<file path="src/rtl/t3pd_pkg.sv">
package t3pd_pkg;
  localparam int unsigned NUM_PAT      = 2;
  localparam int unsigned PAT_AIS      = 0;
  localparam int unsigned PAT_IDLE     = 1;
  localparam int unsigned IDLE_SUBFRM  = 3;

  // Reference bit for a pattern, from the two low bits of the field index.
  function automatic logic ref_bit(input int unsigned pat, input logic [1:0] ph);
    if (pat == PAT_AIS) return ~ph[0];
    return ~ph[1];
  endfunction
endpackage

</file>
<file path="src/rtl/t3pd_field_cmp.sv">
module t3pd_field_cmp
  import t3pd_pkg::*;
#(
  parameter int unsigned FIELD_BITS = 84,
  parameter int unsigned ERR_LIMIT  = 4
) (
  input  logic               clk,
  input  logic               rst_n,
  input  logic               frame_ok,
  input  logic               bit_vld,
  input  logic               bit_val,
  input  logic               fld_start,
  output logic               res_vld,
  output logic [NUM_PAT-1:0] res_match
);
  localparam int unsigned IDX_W = $clog2(FIELD_BITS);
  localparam int unsigned ERR_W = $clog2(FIELD_BITS + 1);
  localparam logic [IDX_W-1:0] LAST_IDX = IDX_W'(FIELD_BITS - 1);

  logic [IDX_W-1:0] pos_q;
  logic             active_q;
  logic [IDX_W-1:0] cur_idx;
  logic             take;
  logic             last;
  logic             res_vld_q;
  logic [NUM_PAT-1:0] match_q;

  assign cur_idx = fld_start ? '0 : pos_q;
  assign take    = frame_ok && bit_vld && (fld_start || active_q);
  assign last    = take && (cur_idx == LAST_IDX);

  always_ff @(posedge clk or negedge rst_n) begin
    if (!rst_n) begin
      pos_q    <= '0;
      active_q <= 1'b0;
    end else if (!frame_ok) begin
      pos_q    <= '0;
      active_q <= 1'b0;
    end else if (take) begin
      if (last) begin
        pos_q    <= '0;
        active_q <= 1'b0;
      end else begin
        pos_q    <= cur_idx + IDX_W'(1);
        active_q <= 1'b1;
      end
    end
  end

  always_ff @(posedge clk or negedge rst_n) begin
    if (!rst_n) res_vld_q <= 1'b0;
    else        res_vld_q <= last;
  end

  for (genvar p = 0; p < NUM_PAT; p++) begin : g_pat
    logic [ERR_W-1:0] err_q;
    logic [ERR_W-1:0] err_next;
    logic             miss;

    assign miss     = bit_val != ref_bit(p, cur_idx[1:0]);
    assign err_next = (fld_start ? '0 : err_q) + ERR_W'(miss);

    always_ff @(posedge clk or negedge rst_n) begin
      if (!rst_n) begin
        err_q      <= '0;
        match_q[p] <= 1'b0;
      end else if (!frame_ok) begin
        err_q <= '0;
      end else if (take) begin
        err_q <= last ? '0 : err_next;
        if (last) match_q[p] <= err_next < ERR_W'(ERR_LIMIT);
      end
    end

    assert_err_bound_R2: assert property (@(posedge clk) disable iff (!rst_n)
      err_q <= ERR_W'(FIELD_BITS));
  end

  assign res_vld   = res_vld_q;
  assign res_match = match_q;

  assert_single_result_R2: assert property (@(posedge clk) disable iff (!rst_n)
    res_vld_q |=> !res_vld_q);
  assert_no_result_offline_R9: assert property (@(posedge clk) disable iff (!rst_n)
    !frame_ok |=> !res_vld_q);
endmodule

</file>
<file path="src/rtl/t3pd_cbit_vote.sv">
module t3pd_cbit_vote
  import t3pd_pkg::*;
#(
  parameter int unsigned C_PER_SUB = 3
) (
  input  logic                         clk,
  input  logic                         rst_n,
  input  logic                         frame_ok,
  input  logic                         cbit_vld,
  input  logic                         cbit_val,
  input  logic [$clog2(C_PER_SUB)-1:0] cbit_pos,
  input  logic [2:0]                   cbit_sub,
  output logic                         bad_any,
  output logic                         bad_idle
);
  localparam int unsigned POS_W = $clog2(C_PER_SUB);
  localparam int unsigned ONE_W = $clog2(C_PER_SUB + 1);
  localparam int unsigned MAJ   = C_PER_SUB / 2 + 1;
  localparam logic [POS_W-1:0] LAST_POS = POS_W'(C_PER_SUB - 1);

  logic [ONE_W-1:0] ones_q;
  logic [ONE_W-1:0] ones_next;
  logic             take;
  logic             maj_vld_q;
  logic             maj_one_q;
  logic [2:0]       sub_q;

  assign take      = frame_ok && cbit_vld;
  assign ones_next = ((cbit_pos == '0) ? '0 : ones_q) + ONE_W'(cbit_val);

  always_ff @(posedge clk or negedge rst_n) begin
    if (!rst_n) begin
      ones_q    <= '0;
      maj_vld_q <= 1'b0;
      maj_one_q <= 1'b0;
      sub_q     <= '0;
    end else if (!frame_ok) begin
      ones_q    <= '0;
      maj_vld_q <= 1'b0;
    end else begin
      maj_vld_q <= 1'b0;
      if (take && cbit_pos <= LAST_POS) begin
        ones_q <= ones_next;
        if (cbit_pos == LAST_POS) begin
          maj_vld_q <= 1'b1;
          maj_one_q <= ones_next >= ONE_W'(MAJ);
          sub_q     <= cbit_sub;
        end
      end
    end
  end

  assign bad_any  = maj_vld_q && maj_one_q;
  assign bad_idle = bad_any && (sub_q == 3'(IDLE_SUBFRM));

  assert_vote_after_group_R6: assert property (@(posedge clk) disable iff (!rst_n)
    maj_vld_q |-> $past(frame_ok && cbit_vld && cbit_pos == LAST_POS));
  assert_idle_subset_R6: assert property (@(posedge clk) disable iff (!rst_n)
    bad_idle |-> bad_any);
endmodule

</file>
<file path="src/rtl/t3pd_persist.sv">
module t3pd_persist #(
  parameter int unsigned PERSIST = 1024
) (
  input  logic clk,
  input  logic rst_n,
  input  logic frame_ok,
  input  logic res_vld,
  input  logic match,
  input  logic cbad,
  output logic flag
);
  localparam int unsigned CNT_W = (PERSIST > 2) ? $clog2(PERSIST) : 1;
  localparam logic [CNT_W-1:0] LAST = CNT_W'(PERSIST - 1);

  logic [CNT_W-1:0] set_q;
  logic [CNT_W-1:0] clr_q;
  logic             flag_q;

  always_ff @(posedge clk or negedge rst_n) begin
    if (!rst_n) begin
      set_q  <= '0;
      clr_q  <= '0;
      flag_q <= 1'b0;
    end else if (!frame_ok) begin
      set_q <= '0;
      clr_q <= '0;
    end else if (res_vld) begin
      if (match) begin
        clr_q <= '0;
        if (cbad)                set_q  <= '0;
        else if (set_q == LAST)  flag_q <= 1'b1;
        else                     set_q  <= set_q + CNT_W'(1);
      end else begin
        set_q <= '0;
        if (clr_q == LAST) flag_q <= 1'b0;
        else               clr_q  <= clr_q + CNT_W'(1);
      end
    end else if (cbad) begin
      set_q <= '0;
    end
  end

  assign flag = flag_q;

  assert_set_needs_match_R3: assert property (@(posedge clk) disable iff (!rst_n)
    $rose(flag_q) |-> $past(frame_ok && res_vld && match && !cbad));
  assert_clear_needs_miss_R4: assert property (@(posedge clk) disable iff (!rst_n)
    $fell(flag_q) |-> $past(frame_ok && res_vld && !match));
  assert_opposite_restarts_R7: assert property (@(posedge clk) disable iff (!rst_n)
    (frame_ok && res_vld && !match) |=> (set_q == '0));
  assert_cbad_wins_R8: assert property (@(posedge clk) disable iff (!rst_n)
    (frame_ok && cbad) |=> (set_q == '0));
  assert_offline_hold_R9: assert property (@(posedge clk) disable iff (!rst_n)
    !frame_ok |=> ($stable(flag_q) && set_q == '0 && clr_q == '0));
endmodule

</file>
<file path="src/rtl/t3_payload_alarm_det.sv">
module t3_payload_alarm_det
  import t3pd_pkg::*;
#(
  parameter int unsigned FIELD_BITS = 84,
  parameter int unsigned ERR_LIMIT  = 4,
  parameter int unsigned PERSIST    = 1024,
  parameter int unsigned C_PER_SUB  = 3
) (
  input  logic                         clk,
  input  logic                         rst_n,
  input  logic                         frame_ok,
  input  logic                         bit_vld,
  input  logic                         bit_val,
  input  logic                         fld_start,
  input  logic                         cbit_vld,
  input  logic                         cbit_val,
  input  logic [$clog2(C_PER_SUB)-1:0] cbit_pos,
  input  logic [2:0]                   cbit_sub,
  output logic                         ais_flag,
  output logic                         idle_flag
);
  logic               res_vld;
  logic [NUM_PAT-1:0] res_match;
  logic [NUM_PAT-1:0] cbad_v;
  logic [NUM_PAT-1:0] flag_v;
  logic               bad_any;
  logic               bad_idle;

  t3pd_field_cmp #(.FIELD_BITS(FIELD_BITS), .ERR_LIMIT(ERR_LIMIT)) u_cmp (
    .clk(clk), .rst_n(rst_n), .frame_ok(frame_ok),
    .bit_vld(bit_vld), .bit_val(bit_val), .fld_start(fld_start),
    .res_vld(res_vld), .res_match(res_match)
  );

  t3pd_cbit_vote #(.C_PER_SUB(C_PER_SUB)) u_vote (
    .clk(clk), .rst_n(rst_n), .frame_ok(frame_ok),
    .cbit_vld(cbit_vld), .cbit_val(cbit_val), .cbit_pos(cbit_pos), .cbit_sub(cbit_sub),
    .bad_any(bad_any), .bad_idle(bad_idle)
  );

  assign cbad_v[PAT_AIS]  = bad_any;
  assign cbad_v[PAT_IDLE] = bad_idle;

  for (genvar g = 0; g < NUM_PAT; g++) begin : g_run
    t3pd_persist #(.PERSIST(PERSIST)) u_run (
      .clk(clk), .rst_n(rst_n), .frame_ok(frame_ok),
      .res_vld(res_vld), .match(res_match[g]), .cbad(cbad_v[g]),
      .flag(flag_v[g])
    );
  end

  assign ais_flag  = flag_v[PAT_AIS];
  assign idle_flag = flag_v[PAT_IDLE];

  assert_reset_clear_R1: assert property (@(posedge clk)
    !rst_n |=> (!ais_flag && !idle_flag) || !rst_n);
endmodule

</file>
<file path="config.mk">
export PLATFORM = sky130hd
export DESIGN_NAME = t3_payload_alarm_det
export DESIGN_NICKNAME = d
export VERILOG_FILES = /design/src/rtl/t3pd_pkg.sv /design/src/rtl/t3pd_field_cmp.sv /design/src/rtl/t3pd_cbit_vote.sv /design/src/rtl/t3pd_persist.sv /design/src/rtl/t3_payload_alarm_det.sv
export SDC_FILE = /design/constraint.sdc
export NUM_CORES = 1
export LEC_CHECK = 0
export BUFFER_PORTS_ARGS = -buffer_cell sky130_fd_sc_hd__buf_2
export CORE_UTILIZATION = 45
export CTS_CLUSTER_SIZE = 10
export DETAILED_ROUTE_END_ITERATION = 8
export PLACE_DENSITY = 0.65
export REMOVE_ABC_BUFFERS = 1
export SLEW_MARGIN = 20
export SYNTH_ARGS = -nofsm -noshare
export SYNTH_HDL_FRONTEND = slang
export SYNTH_SLANG_ARGS = --single-unit
</file>
<file path="constraint.sdc">
create_clock -name clk -period 1.7 [get_ports clk]
set_input_delay 0.085 -clock clk [delete_from_list [all_inputs] [get_ports clk]]
set_output_delay 0.085 -clock clk [all_outputs]
set_load 0.01 [all_outputs]
</file>
; Yosys cells after proc, flatten, opt, wreduce, memory -nomap -nowiden
; Cells that the tools add are included.
[totals]
regBits = 74
input_bits = 13
output_inout_bits = 2
[classes]
addsub = 8
magnitude_cmp = 4
n_eq_ne = 22
muxes = 49
bitwise_logic = 2
n_reduce_logical = 19
[op_table]
columns = op, n
row1 = 10-bit two-way mux, 20
row2 = 7-bit two-way mux, 12
row3 = "10-bit by 1-bit adder with 10-bit output, second input constant", 4
row4 = "10-bit equality test, second input constant", 4
row5 = 7-bit by 1-bit adder with 7-bit output, 2
row6 = "7-bit by 3-bit less-than comparator with 1-bit output, second input constant", 2
row7 = 1-bit two-way mux, 14
row8 = "2-bit by 1-bit inequality test with 1-bit output, second input constant", 5
row9 = 5-bit AND reduction, 2
row10 = "4-bit inequality test, second input constant", 2
row11 = 2-bit AND reduction, 4
row12 = "7-bit by 1-bit adder with 7-bit output, second input constant", 1
row13 = "7-bit equality test, second input constant", 1
row14 = 1-bit logical AND, 7
row15 = 2-bit two-way mux, 3
row16 = "3-bit by 1-bit inequality test with 1-bit output, second input constant", 2
row17 = "3-bit inequality test, second input constant", 2
row18 = 3-bit AND reduction, 2
row19 = "2-bit inequality test, second input constant", 2
row20 = 2-bit nonzero test, 2
row21 = "3-bit by 2-bit equality test with 1-bit output, second input constant", 1
row22 = 2-bit by 1-bit adder with 2-bit output, 1
row23 = "2-bit equality test, second input constant", 1
row24 = "2-bit greater-or-equal comparator, second input constant", 1
row25 = other kinds (5), 7

; Longest topological paths before layout
; Gate-level depths: netlist (run 1).
[depth]
word_depth = 7
depth_mapped = 11
depth_no_buf = 9

; Cells and area by module
; Synthesis (run 1) repeated with hierarchy kept, for this count alone.
[hier_totals]
cells_unflattened = 439
area_unflattened_um2 = 4254.1
[by_module_without_submodules]
columns = mod, instances, cells_each, area_per_inst_um2, seq_area_each_um2
row1 = t3pd_persist, 2, 126, 1168.6, 525.5
row2 = t3pd_field_cmp, 1, 154, 1530.2, 625.6
row3 = t3pd_cbit_vote, 1, 33, 386.6, 175.2

; Worst setup path before layout (run 1)
; No wires, ideal clock.
[synth_timing]
kind = input-to-reg
startpoint = in fld_start
endpoint = reg u_cmp.match_q[1], in the netlist u_cmp.res_match[1]
setup_ns = 0.096
arrival_time_ns = 1.897
setup_slack_ns = -0.293
stages = 11
n_path_buf = 2
cell_sequence = clkbuf_1 > clkbuf_1 > nor2b_1 > xnor2_1 > ha_1 > ha_1 > nand3_1 > nor2_1 > xnor2_1 > nand2_1 > o31ai_1
[synth_via]
elab_chain_len = 5
word_cells_on_any_way = 11
[synth_rtl]
columns = element, line_no
row1 = start: declaration, t3_payload_alarm_det.sv:14  ; input logic fld_start,
row2 = 7-bit two-way mux, t3pd_field_cmp.sv:28  ; assign cur_idx = fld_start ? '0 : pos_q;
row3 = 1-bit NOT, --
row4 = 1-bit inequality test, t3pd_field_cmp.sv:60  ; assign miss = bit_val != ref_bit(p, cur_idx[1:0]);
row5 = 7-bit by 1-bit adder with 7-bit output, t3pd_field_cmp.sv:61  ; assign err_next = (fld_start ? '0 : err_q) + ERR_W'(miss);
row6 = 7-bit by 3-bit less-than comparator with 1-bit output, t3pd_field_cmp.sv:71  ; if (last) match_q[p] <= err_next < ERR_W'(ERR_LIMIT);
row7 = end signal: indexed assignment, t3pd_field_cmp.sv:71
row8 = end: declaration, t3pd_field_cmp.sv:26  ; logic [NUM_PAT-1:0] match_q;
; Parallel ways exist; a longest one is shown, timed or not.
; A chain may end at the register's enable or synchronous reset.

; Final worst setup path (run 1)
[layout_timing]
startpoint = reg u_cmp.pos_q[1]
endpoint = reg u_cmp.pos_q[2]
[layout_via]
elab_chain_len = 6
word_cells_on_any_way = 7
[layout_rtl]
columns = element, line_no
row1 = start: declaration, t3pd_field_cmp.sv:20  ; logic [IDX_W-1:0] pos_q;
row2 = start signal: assignment, t3pd_field_cmp.sv:44  ; pos_q <= cur_idx + IDX_W'(1);
row3 = 7-bit two-way mux *, t3pd_field_cmp.sv:28
row4 = "parallel branches: the longest is 2 deep, another holds 7-bit by 1-bit adder with 7-bit output", --
row5 = 7-bit two-way mux *, t3pd_field_cmp.sv:40  ; if (last) begin
row6 = 7-bit two-way mux *, t3pd_field_cmp.sv:39  ; end else if (take) begin
row7 = 7-bit two-way mux *, t3pd_field_cmp.sv:36  ; end else if (!frame_ok) begin
; Every way passes the cells marked *. The select of a mux whose other input is x is not followed.

==> results_tabular.tex, run 1 <==
\begin{tabular}{lr}
\hline
Metric & Value \\
\hline
\multicolumn{2}{l}{\textbf{Worst setup path}} \\
Worst Path Max Fanout & 3 \\
Worst r2r dst & u\_cmp.pos\_q[2]\$\_DFFE\_PN0P\_ \\
Category of the worst setup path launch point & register \\
Crit path from & u\_cmp.pos\_q[1]\$\_DFFE\_PN0P\_ \\
Reg-to-Reg Start & u\_cmp.pos\_q[1]\$\_DFFE\_PN0P\_ \\
FF-to-FF setup slack & -0.23 ns \\
Category of the worst setup path capture point & register \\
Arrival time reported for the critical path endpoint & 2.17 ns \\
Required time of the worst setup path & 1.95 ns \\
Worst Reg-to-Reg Cells & 9 \\
Class of the most critical setup path & register to register \\
\multicolumn{2}{l}{\textbf{Timing}} \\
Setup repair after global routing missed its margin & true \\
Final hold violation count & 0 \\
Worst Tran Pin Value & 0.510 ns \\
Worst Slack Setup Final & -0.226 ns \\
Accumulated negative setup slack & -2.80 ns \\
Clock skew after layout & 0.0101 ns \\
Final Slew Violations & 0 \\
Clock period minus final worst setup slack & 1.93 ns \\
Count of endpoints failing setup in the final report & 20 \\
Post-route fraction of the period consumed by the critical path & 113\% \\
Max Fclk & 519 MHz \\
Remaining max-slew budget at the tightest pin & 65.9\% \\
\multicolumn{2}{l}{\textbf{Hold path}} \\
Worst min-delay path startpoint & cbit\_val \\
End point of the most critical hold path & u\_vote.ones\_q[0]\$\_DFFE\_PN0P\_ \\
Class of the most critical hold timing path & input port to register \\
Hold depth & 4 \\
\multicolumn{2}{l}{\textbf{Die}} \\
Die Outline Area & 0.00949 mm² \\
DIE WIDTH & 97.4 µm \\
Starting utilization of the core area & 46.7\% \\
Row count & 34 \\
Num ports & 15 \\
Core footprint & 0.00876 mm² \\
Y dimension of the die & 97.4 µm \\
\multicolumn{2}{l}{\textbf{GRT}} \\
Global-route usage over all layers & 20.9\% \\
Antenna violations before repair & 0 \\
First-pass GRT wire length & 16100 µm \\
Pin count of the biggest net entering global routing & 43 \\
Vias in the first global route & 3526 \\
Total global routing overflow & 0 \\
\multicolumn{2}{l}{\textbf{Logic synthesis}} \\
Register area share after synthesis & 45.2\% \\
Post-synthesis share of cell area spent on xor and xnor gates & 3.85\% \\
Number of warning messages in the yosys log & 0 \\
Most used standard cells in the synthesized netlist & sky130\_fd\_sc\_hd\_\_dfrtp\_1, sky130\_fd\_sc\_hd\_\_nand2\_1, sky130\_fd\_sc\_hd\_\_o21ai\_0 \\
Average cell area after synthesis & 9.18 µm² \\
Cell type with the largest total area after synthesis & sky130\_fd\_sc\_hd\_\_dfrtp\_1 \\
Gate Count Post-Synth & 446 \\
Post-synthesis compound-gate area fraction & 20.4\% \\
Predominant post-synthesis flop cell & sky130\_fd\_sc\_hd\_\_dfrtp\_1 \\
Adder and majority gate portion of the synthesized area & 3.67\% \\
Async set-or-reset flop fraction in the synthesized netlist & 100\% \\
Top-area cell type share of the netlist area & 45.2\% \\
Most frequently used cell type in the post-synthesis netlist & sky130\_fd\_sc\_hd\_\_dfrtp\_1 \\
Top area cells in the synthesized netlist & sky130\_fd\_sc\_hd\_\_dfrtp\_1, sky130\_fd\_sc\_hd\_\_nand2\_1, sky130\_fd\_sc\_hd\_\_o21ai\_0 \\
Multiplexer area fraction after synthesis & 0.519\% \\
Share of synthesized cell area in and, or, nand and nor gates & 23.7\% \\
Dominant combinational cell family by area after synthesis & simple AND/OR/NAND/NOR gates \\
Count of unique library cells instantiated by Yosys & 57 \\
Netlist Area Pre-Place & 0.00410 mm² \\
Number of flops mapped to enable cells by yosys & 0 \\
Synth Register Bits & 74 \\
\multicolumn{2}{l}{\textbf{Layout}} \\
Final instance area & 0.00520 mm² \\
Final design utilization & 59.4\% \\
Ratio of cells with drive above 1 in the final layout & 27.5\% \\
Multi-input gate area in the final layout & 0.00236 mm² \\
\# diodes & 0 \\
Final-stage net count & 547 \\
Layout fillers & 772 \\
Non-Filler Instances & 635 \\
Area used by sequential logic in the layout & 0.00185 mm² \\
Area delta synth->final & 27.1\% \\
\multicolumn{2}{l}{\textbf{Status}} \\
Failing checks & negative setup slack \\
Result of the run & finished with violations \\
\multicolumn{2}{l}{\textbf{CTS}} \\
Worst-Skew Late Latency & 0.36 ns \\
CTS Root Buffer Type & sky130\_fd\_sc\_hd\_\_clkbuf\_8 \\
CTS tree & built \\
Clock transition time at the flip-flop clock pins of the worst setup and hold paths & 0.08 ns \\
Number of buffers added by the clock tree synthesis step & 9 \\
Number of sinks on the clock net & 74 \\
H-tree levels & 3 \\
Maximum count of clock buffers along a single path & 2 \\
\multicolumn{2}{l}{\textbf{Place}} \\
Number of cells in the design after placement & 600 \\
Dpl cell area & 0.00458 mm² \\
Port Buffers & 14 \\
DP Wirelength & 6380 µm \\
GP Congestion & 0.801 \\
\multicolumn{2}{l}{\textbf{Pwr}} \\
Pwr Density & 719 mW/mm² \\
Leak & 2.27 nW \\
VDD IR max & 645 µV \\
\multicolumn{2}{l}{\textbf{Routing}} \\
Average detailed-routed wire length per instance & 15.2 µm \\
DRT Wirelength & 9650 µm \\
Initial DRT Pass Iterations & 5 \\
Detailed-route via count & 3631 \\
Post-detailed-route via-to-cell ratio & 5.72 \\
Count of routing violations after the opening detailed-route iteration & 149 \\
DRT antenna net count & 0 \\
DRC viols & 0 \\
\multicolumn{2}{l}{\textbf{Run}} \\
Count of max-cap constraint violations & 0 \\
\hline
\end{tabular}
-- critical path: stages (launching register included) --
cell	delay (ns)
sky130_fd_sc_hd__dfrtp_1	0.37
sky130_fd_sc_hd__nor2b_4	0.20
sky130_fd_sc_hd__buf_4	0.15
sky130_fd_sc_hd__ha_4	0.15
sky130_fd_sc_hd__nand2_4	0.05
sky130_fd_sc_hd__buf_6	0.12
sky130_fd_sc_hd__nor4_4	0.28
sky130_fd_sc_hd__buf_4	0.19
sky130_fd_sc_hd__o21ai_2	0.05
sky130_fd_sc_hd__a32o_1	0.26
-- placed cells by master, fill, tap and decap left out, types with 8 or more instances in the layout --
master,netlist,routed
sky130_fd_sc_hd__o21ai_1,9,16
sky130_fd_sc_hd__clkbuf_8,0,9
sky130_fd_sc_hd__nand2_1,67,63
sky130_fd_sc_hd__xnor2_1,10,8
sky130_fd_sc_hd__a21oi_1,13,12
sky130_fd_sc_hd__dfrtp_1,74,73
sky130_fd_sc_hd__nand3_1,28,25
sky130_fd_sc_hd__nor2b_1,13,9
sky130_fd_sc_hd__nand4_1,9,9
sky130_fd_sc_hd__and3_1,11,11
sky130_fd_sc_hd__buf_2,5,14
sky130_fd_sc_hd__nor2_1,31,28
sky130_fd_sc_hd__xor2_1,8,8
sky130_fd_sc_hd__o31ai_1,18,16
sky130_fd_sc_hd__buf_4,3,52
sky130_fd_sc_hd__o21ai_0,45,33
sky130_fd_sc_hd__inv_1,10,10
-- registers in the layout, summed over array words and instances (netlist names) --
register and flops:
u_cmp.res_match 2, u_vote.sub_q 3, u_cmp.g_pat.err_q 14, u_vote.maj_vld_q 1, u_vote.maj_one_q 1, u_cmp.res_vld 1
g_run.u_run.flag 2, u_cmp.active_q 1, g_run.u_run.clr_q 20, u_cmp.pos_q 7, u_vote.ones_q 2, g_run.u_run.set_q 20
-- metrics by stage --
step	hold slack, ns	total power (W)	setup slack [ns]
after floorplan	-0.211	0.00200	-0.322
after global placement	0.0662	0.00216	-0.167
after detailed placement	0.0679	0.00217	-0.213
after CTS	0.109	0.00375	-0.136
after global routing	0.145	0.00391	-0.272
final	0.113	0.00374	-0.226
-- how the worst max path moves through the flow --
stage	to	slack (ns)	cells past startpoint
floorplan	u_cmp.pos_q[6]$_DFFE_PN0P_	-0.32	7
global placement	u_cmp.res_match[1]$_DFFE_PN0P_	-0.17	9
detailed placement	u_cmp.res_match[1]$_DFFE_PN0P_	-0.21	9
CTS	u_cmp.g_pat[1].err_q[4]$_DFFE_PN0P_	-0.14	9
global route	u_cmp.pos_q[2]$_DFFE_PN0P_	-0.27	9
finish	u_cmp.pos_q[2]$_DFFE_PN0P_	-0.23	9
-- cells by family (layout without fill, tap and decap cells) --
logic type / after synthesis / after routing
simple gates: 194 / 194
compound gates: 122 / 122
flops: 74 / 74
buf+inv: 24 / 105
xor+xnor: 18 / 18
fa+ha+maj: 12 / 12
mux: 2 / 2
-- cell type report --
class	instances	share of cell area (%)
clock buffers	9	2.38
clock inverters	7	1.95
inverters	12	0.866
multi-input cells	348	45.3
flip-flops and latches	74	35.6
well taps	108	2.60
repair buffers	77	11.3
-- repair_timing --
item,4_1_cts,5_1_grt
setup buffers,2,10
cloned,1,1
pin swaps,13,18
hold buffers,5,0
gates resized for setup,25,46
endpoints found under the setup margin,20,45
endpoints found under the hold margin,36,0
-- layer usage --
metal / GRT usage (%) / vias to the layer above / wire length, µm / share of wire (%)
met4: 8.48 / 0 / 148 / 1.5
met2: 35.6 / 59 / 4770 / 49
li1: - / 1774 / - / -
met5: 0 / - / 0 / 0
met1: 26.8 / 1785 / 4460 / 46
met3: 3.17 / 13 / 261 / 2.7
-- where the power goes --
group / internal (W) / switching [W]
combinational: 0.000150 / 0.000199
clock: 0.000836 / 0.000722
sequential: 0.00180 / 0.0000309
total: 0.00279 / 0.000952
No activity file was read; power rests on OpenSTA's default activity.
==> run 2: changes to the inputs <==
Settings changed: CORE_ASPECT_RATIO set to 0.7, MAX_ROUTING_LAYER set to met4, SETUP_SLACK_MARGIN set to 0.3.
==> run 2 against run 1 <==
Effect of this change:
- the flow still finishes with violations (negative setup slack)
- clock skew is 0.0011 ns lower
- non-clock buffer count is 26 higher
- count of clock-buffer cells in the layout up 4
- via count is 4.3% higher
- cell area rose by 14%
- wire length grew 14%
- first-iteration DRC count is 42% higher
- combinational power grew 23%
- critical path type unchanged
==> results_tabular.tex, run 2 (synthesis results as in run 1) <==
\begin{tabular}{lr}
\hline
Metric & Value \\
\hline
\multicolumn{2}{l}{\textbf{Status}} \\
Result of the run & finished with violations \\
Failing checks & negative setup slack \\
\multicolumn{2}{l}{\textbf{Timing}} \\
Clock skew after layout & 0.00899 ns \\
Worst Slack Setup Final & -0.143 ns \\
Remaining max-slew budget at the tightest pin & 64.1\% \\
Setup repair after global routing missed its margin & true \\
Count of endpoints failing setup in the final report & 21 \\
Final hold violation count & 0 \\
Worst Tran Pin Value & 0.537 ns \\
Clock period minus final worst setup slack & 1.84 ns \\
Final worst hold slack & 0.128 ns \\
Final Slew Violations & 0 \\
Post-route fraction of the period consumed by the critical path & 108\% \\
Max Fclk & 543 MHz \\
\multicolumn{2}{l}{\textbf{Pwr}} \\
Pwr Density & 676 mW/mm² \\
Flop pwr share & 45.8\% \\
Sw power & 0.000970 W \\
Combinational Power Share & 10.7\% \\
Clock share of power & 43.5\% \\
Switching share of total power & 24.2\% \\
Leak & 2.55 nW \\
VDD IR max & 650 µV \\
Cell internal power dissipation & 0.00304 W \\
\multicolumn{2}{l}{\textbf{Routing}} \\
Average detailed-routed wire length per instance & 16.5 µm \\
Post-detailed-route via-to-cell ratio & 5.65 \\
DRT antenna net count & 0 \\
Initial DRT Pass Iterations & 4 \\
DRT Wirelength & 11000 µm \\
DRC viols & 0 \\
Detailed-route via count & 3786 \\
Count of routing violations after the opening detailed-route iteration & 211 \\
\multicolumn{2}{l}{\textbf{Layout}} \\
Final-stage net count & 573 \\
Most common cell after layout, fill and taps aside & sky130\_fd\_sc\_hd\_\_dfrtp\_1 \\
Area delta synth->final & 44.9\% \\
Ratio of cells with drive above 1 in the final layout & 42.5\% \\
Registers with the most flip-flops & g\_run.u\_run.clr\_q: 20 flops, g\_run.u\_run.set\_q: 20 flops, u\_cmp.g\_pat.err\_q: 14 flops \\
\# diodes & 0 \\
Highest-count cells in the layout ignoring fill and taps & sky130\_fd\_sc\_hd\_\_dfrtp\_1, sky130\_fd\_sc\_hd\_\_buf\_4, sky130\_fd\_sc\_hd\_\_nand2\_1 \\
Final instance area & 0.00593 mm² \\
\multicolumn{2}{l}{\textbf{Place}} \\
DP Wirelength & 6540 µm \\
Post-Place Setup Slack & -0.261 ns \\
Dpl cell area & 0.00462 mm² \\
Port Buffers & 14 \\
GP Congestion & 0.827 \\
\multicolumn{2}{l}{\textbf{Worst setup path}} \\
Delay-heaviest family, CP & buffers and inverters \\
Category of the worst setup path capture point & register \\
Class of the most critical setup path & register to register \\
Worst Path Max Fanout & 5 \\
Worst path cell trace & nor2b\_4 > buf\_6 > ha\_4 > nand2\_4 > buf\_4 > nor4\_4 > buf\_6 > a21oi\_4 > buf\_6 > a22o\_1 \\
Buf+Inv Stages, Crit Path & 4 \\
Standard cell with the maximum stage delay on the critical path & sky130\_fd\_sc\_hd\_\_dfrtp\_1 \\
Required time of the worst setup path & 1.92 ns \\
Most used cell, CP & sky130\_fd\_sc\_hd\_\_buf\_6 \\
Arrival time reported for the critical path endpoint & 2.06 ns \\
Category of the worst setup path launch point & register \\
Delay of the slowest cell on the worst path & 0.34 ns \\
\multicolumn{2}{l}{\textbf{GRT}} \\
Total global routing overflow & 0 \\
Antenna violations before repair & 0 \\
First-pass GRT wire length & 17300 µm \\
Pin count of the biggest net entering global routing & 44 \\
Vias in the first global route & 3593 \\
Global-route usage over all layers & 24.6\% \\
\multicolumn{2}{l}{\textbf{Die}} \\
Starting utilization of the core area & 47.3\% \\
Y dimension of the die & 81.8 µm \\
Num ports & 15 \\
Row count & 28 \\
DIE WIDTH & 116 µm \\
Core footprint & 0.00865 mm² \\
Die Outline Area & 0.00949 mm² \\
\multicolumn{2}{l}{\textbf{CTS}} \\
Number of buffers added by the clock tree synthesis step & 9 \\
Clock transition time at the flip-flop clock pins of the worst setup and hold paths & 0.05 ns \\
CTS tree & built \\
Worst-Skew Late Latency & 0.34 ns \\
Maximum count of clock buffers along a single path & 2 \\
CTS Root Buffer Type & sky130\_fd\_sc\_hd\_\_clkbuf\_16 \\
Number of sinks on the clock net & 74 \\
H-tree levels & 3 \\
\multicolumn{2}{l}{\textbf{Run}} \\
Count of max-cap constraint violations & 0 \\
\multicolumn{2}{l}{\textbf{Hold path}} \\
Class of the most critical hold timing path & input port to register \\
\hline
\end{tabular}
[run 2: through the flow]
| step | util, % | cells | power, W | setup TNS, ns |
|---|---|---|---|---|
| finish | 68.6 | 670 | 0.00401 | -1.83 |
| global route | 68.6 | 670 | 0.00415 | -3.37 |
| CTS | 63.6 | 651 | 0.00399 | -1.52 |
| detailed placement | 53.4 | 613 | 0.00217 | -3.69 |
| global placement | 53.4 | 613 | 0.00216 | -1.70 |
| floorplan | - | 434 | 0.00200 | -3.59 |
[run 2: worst register-to-register path, cell delays in order, from the launching register on]
cell and delay [ns]:
sky130_fd_sc_hd__dfrtp_1 0.34, sky130_fd_sc_hd__nor2b_4 0.19, sky130_fd_sc_hd__buf_6 0.12, sky130_fd_sc_hd__ha_4 0.15, sky130_fd_sc_hd__nand2_4 0.05, sky130_fd_sc_hd__buf_4 0.14, sky130_fd_sc_hd__nor4_4 0.16, sky130_fd_sc_hd__buf_6 0.17
sky130_fd_sc_hd__a21oi_4 0.06, sky130_fd_sc_hd__buf_6 0.15, sky130_fd_sc_hd__a22o_1 0.19
[run 2: final cells by class]
type | count | area [µm²]
multi-input combinational | 348 | 2760
fill | 610 | 2720
sequential | 74 | 1860
timing repair buffer | 103 | 861
clock buffer | 13 | 260
tap | 120 | 150
inverter | 12 | 45.0
[run 2: power by group through the flow]
stage | clock (W) | sequential [W] | combinational [W]
2_1_floorplan | 0 | 0.00186 | 0.000139
3_3_place_gp | 0 | 0.00187 | 0.000291
3_5_place_dp | 0 | 0.00187 | 0.000298
4_1_cts | 0.00177 | 0.00184 | 0.000378
5_1_grt | 0.00184 | 0.00184 | 0.000470
6_report | 0.00174 | 0.00184 | 0.000429
[run 2: final timing paths]
kind	from	to	depth (start not counted)	slack (ns)
setup / recovery	u_cmp.pos_q[0]$_DFFE_PN0P_	u_cmp.g_pat[1].err_q[1]$_DFFE_PN0P_	10	-0.14
hold / removal	cbit_val	u_vote.ones_q[0]$_DFFE_PN0P_	4	0.13
setup reg to reg	u_cmp.pos_q[0]$_DFFE_PN0P_	u_cmp.g_pat[1].err_q[1]$_DFFE_PN0P_	10	-0.14
hold reg to reg	u_vote.sub_q[2]$_DFFE_PN0P_	u_vote.sub_q[2]$_DFFE_PN0P_	2	0.47
max in group asynchronous	rst_n	u_cmp.res_match[1]$_DFFE_PN0P_	3	0.85
min in group asynchronous	rst_n	g_run[0].u_run.set_q[5]$_DFFE_PN0P_	2	0.24
[run 2: repair_timing]
| action | CTS | global route |
|---|---|---|
| endpoints found under the setup margin | 66 | 66 |
| pin swaps | 68 | 37 |
| hold endpoints to repair | 35 | 0 |
| setup buffers | 18 | 18 |
| hold buffers | 5 | 0 |
| gates resized for setup | 128 | 75 |
| gates cloned | 2 | 1 |
[run 2: routing by layer]
metal  vias up  routed length (µm)  global-route usage, %
met1      1855                5400                   33.8
met3        13                 519                   6.20
li1       1830                   -                      -
met5         -                   0                      -
met2        88                5020                   36.7
met4         0                  93                   5.38
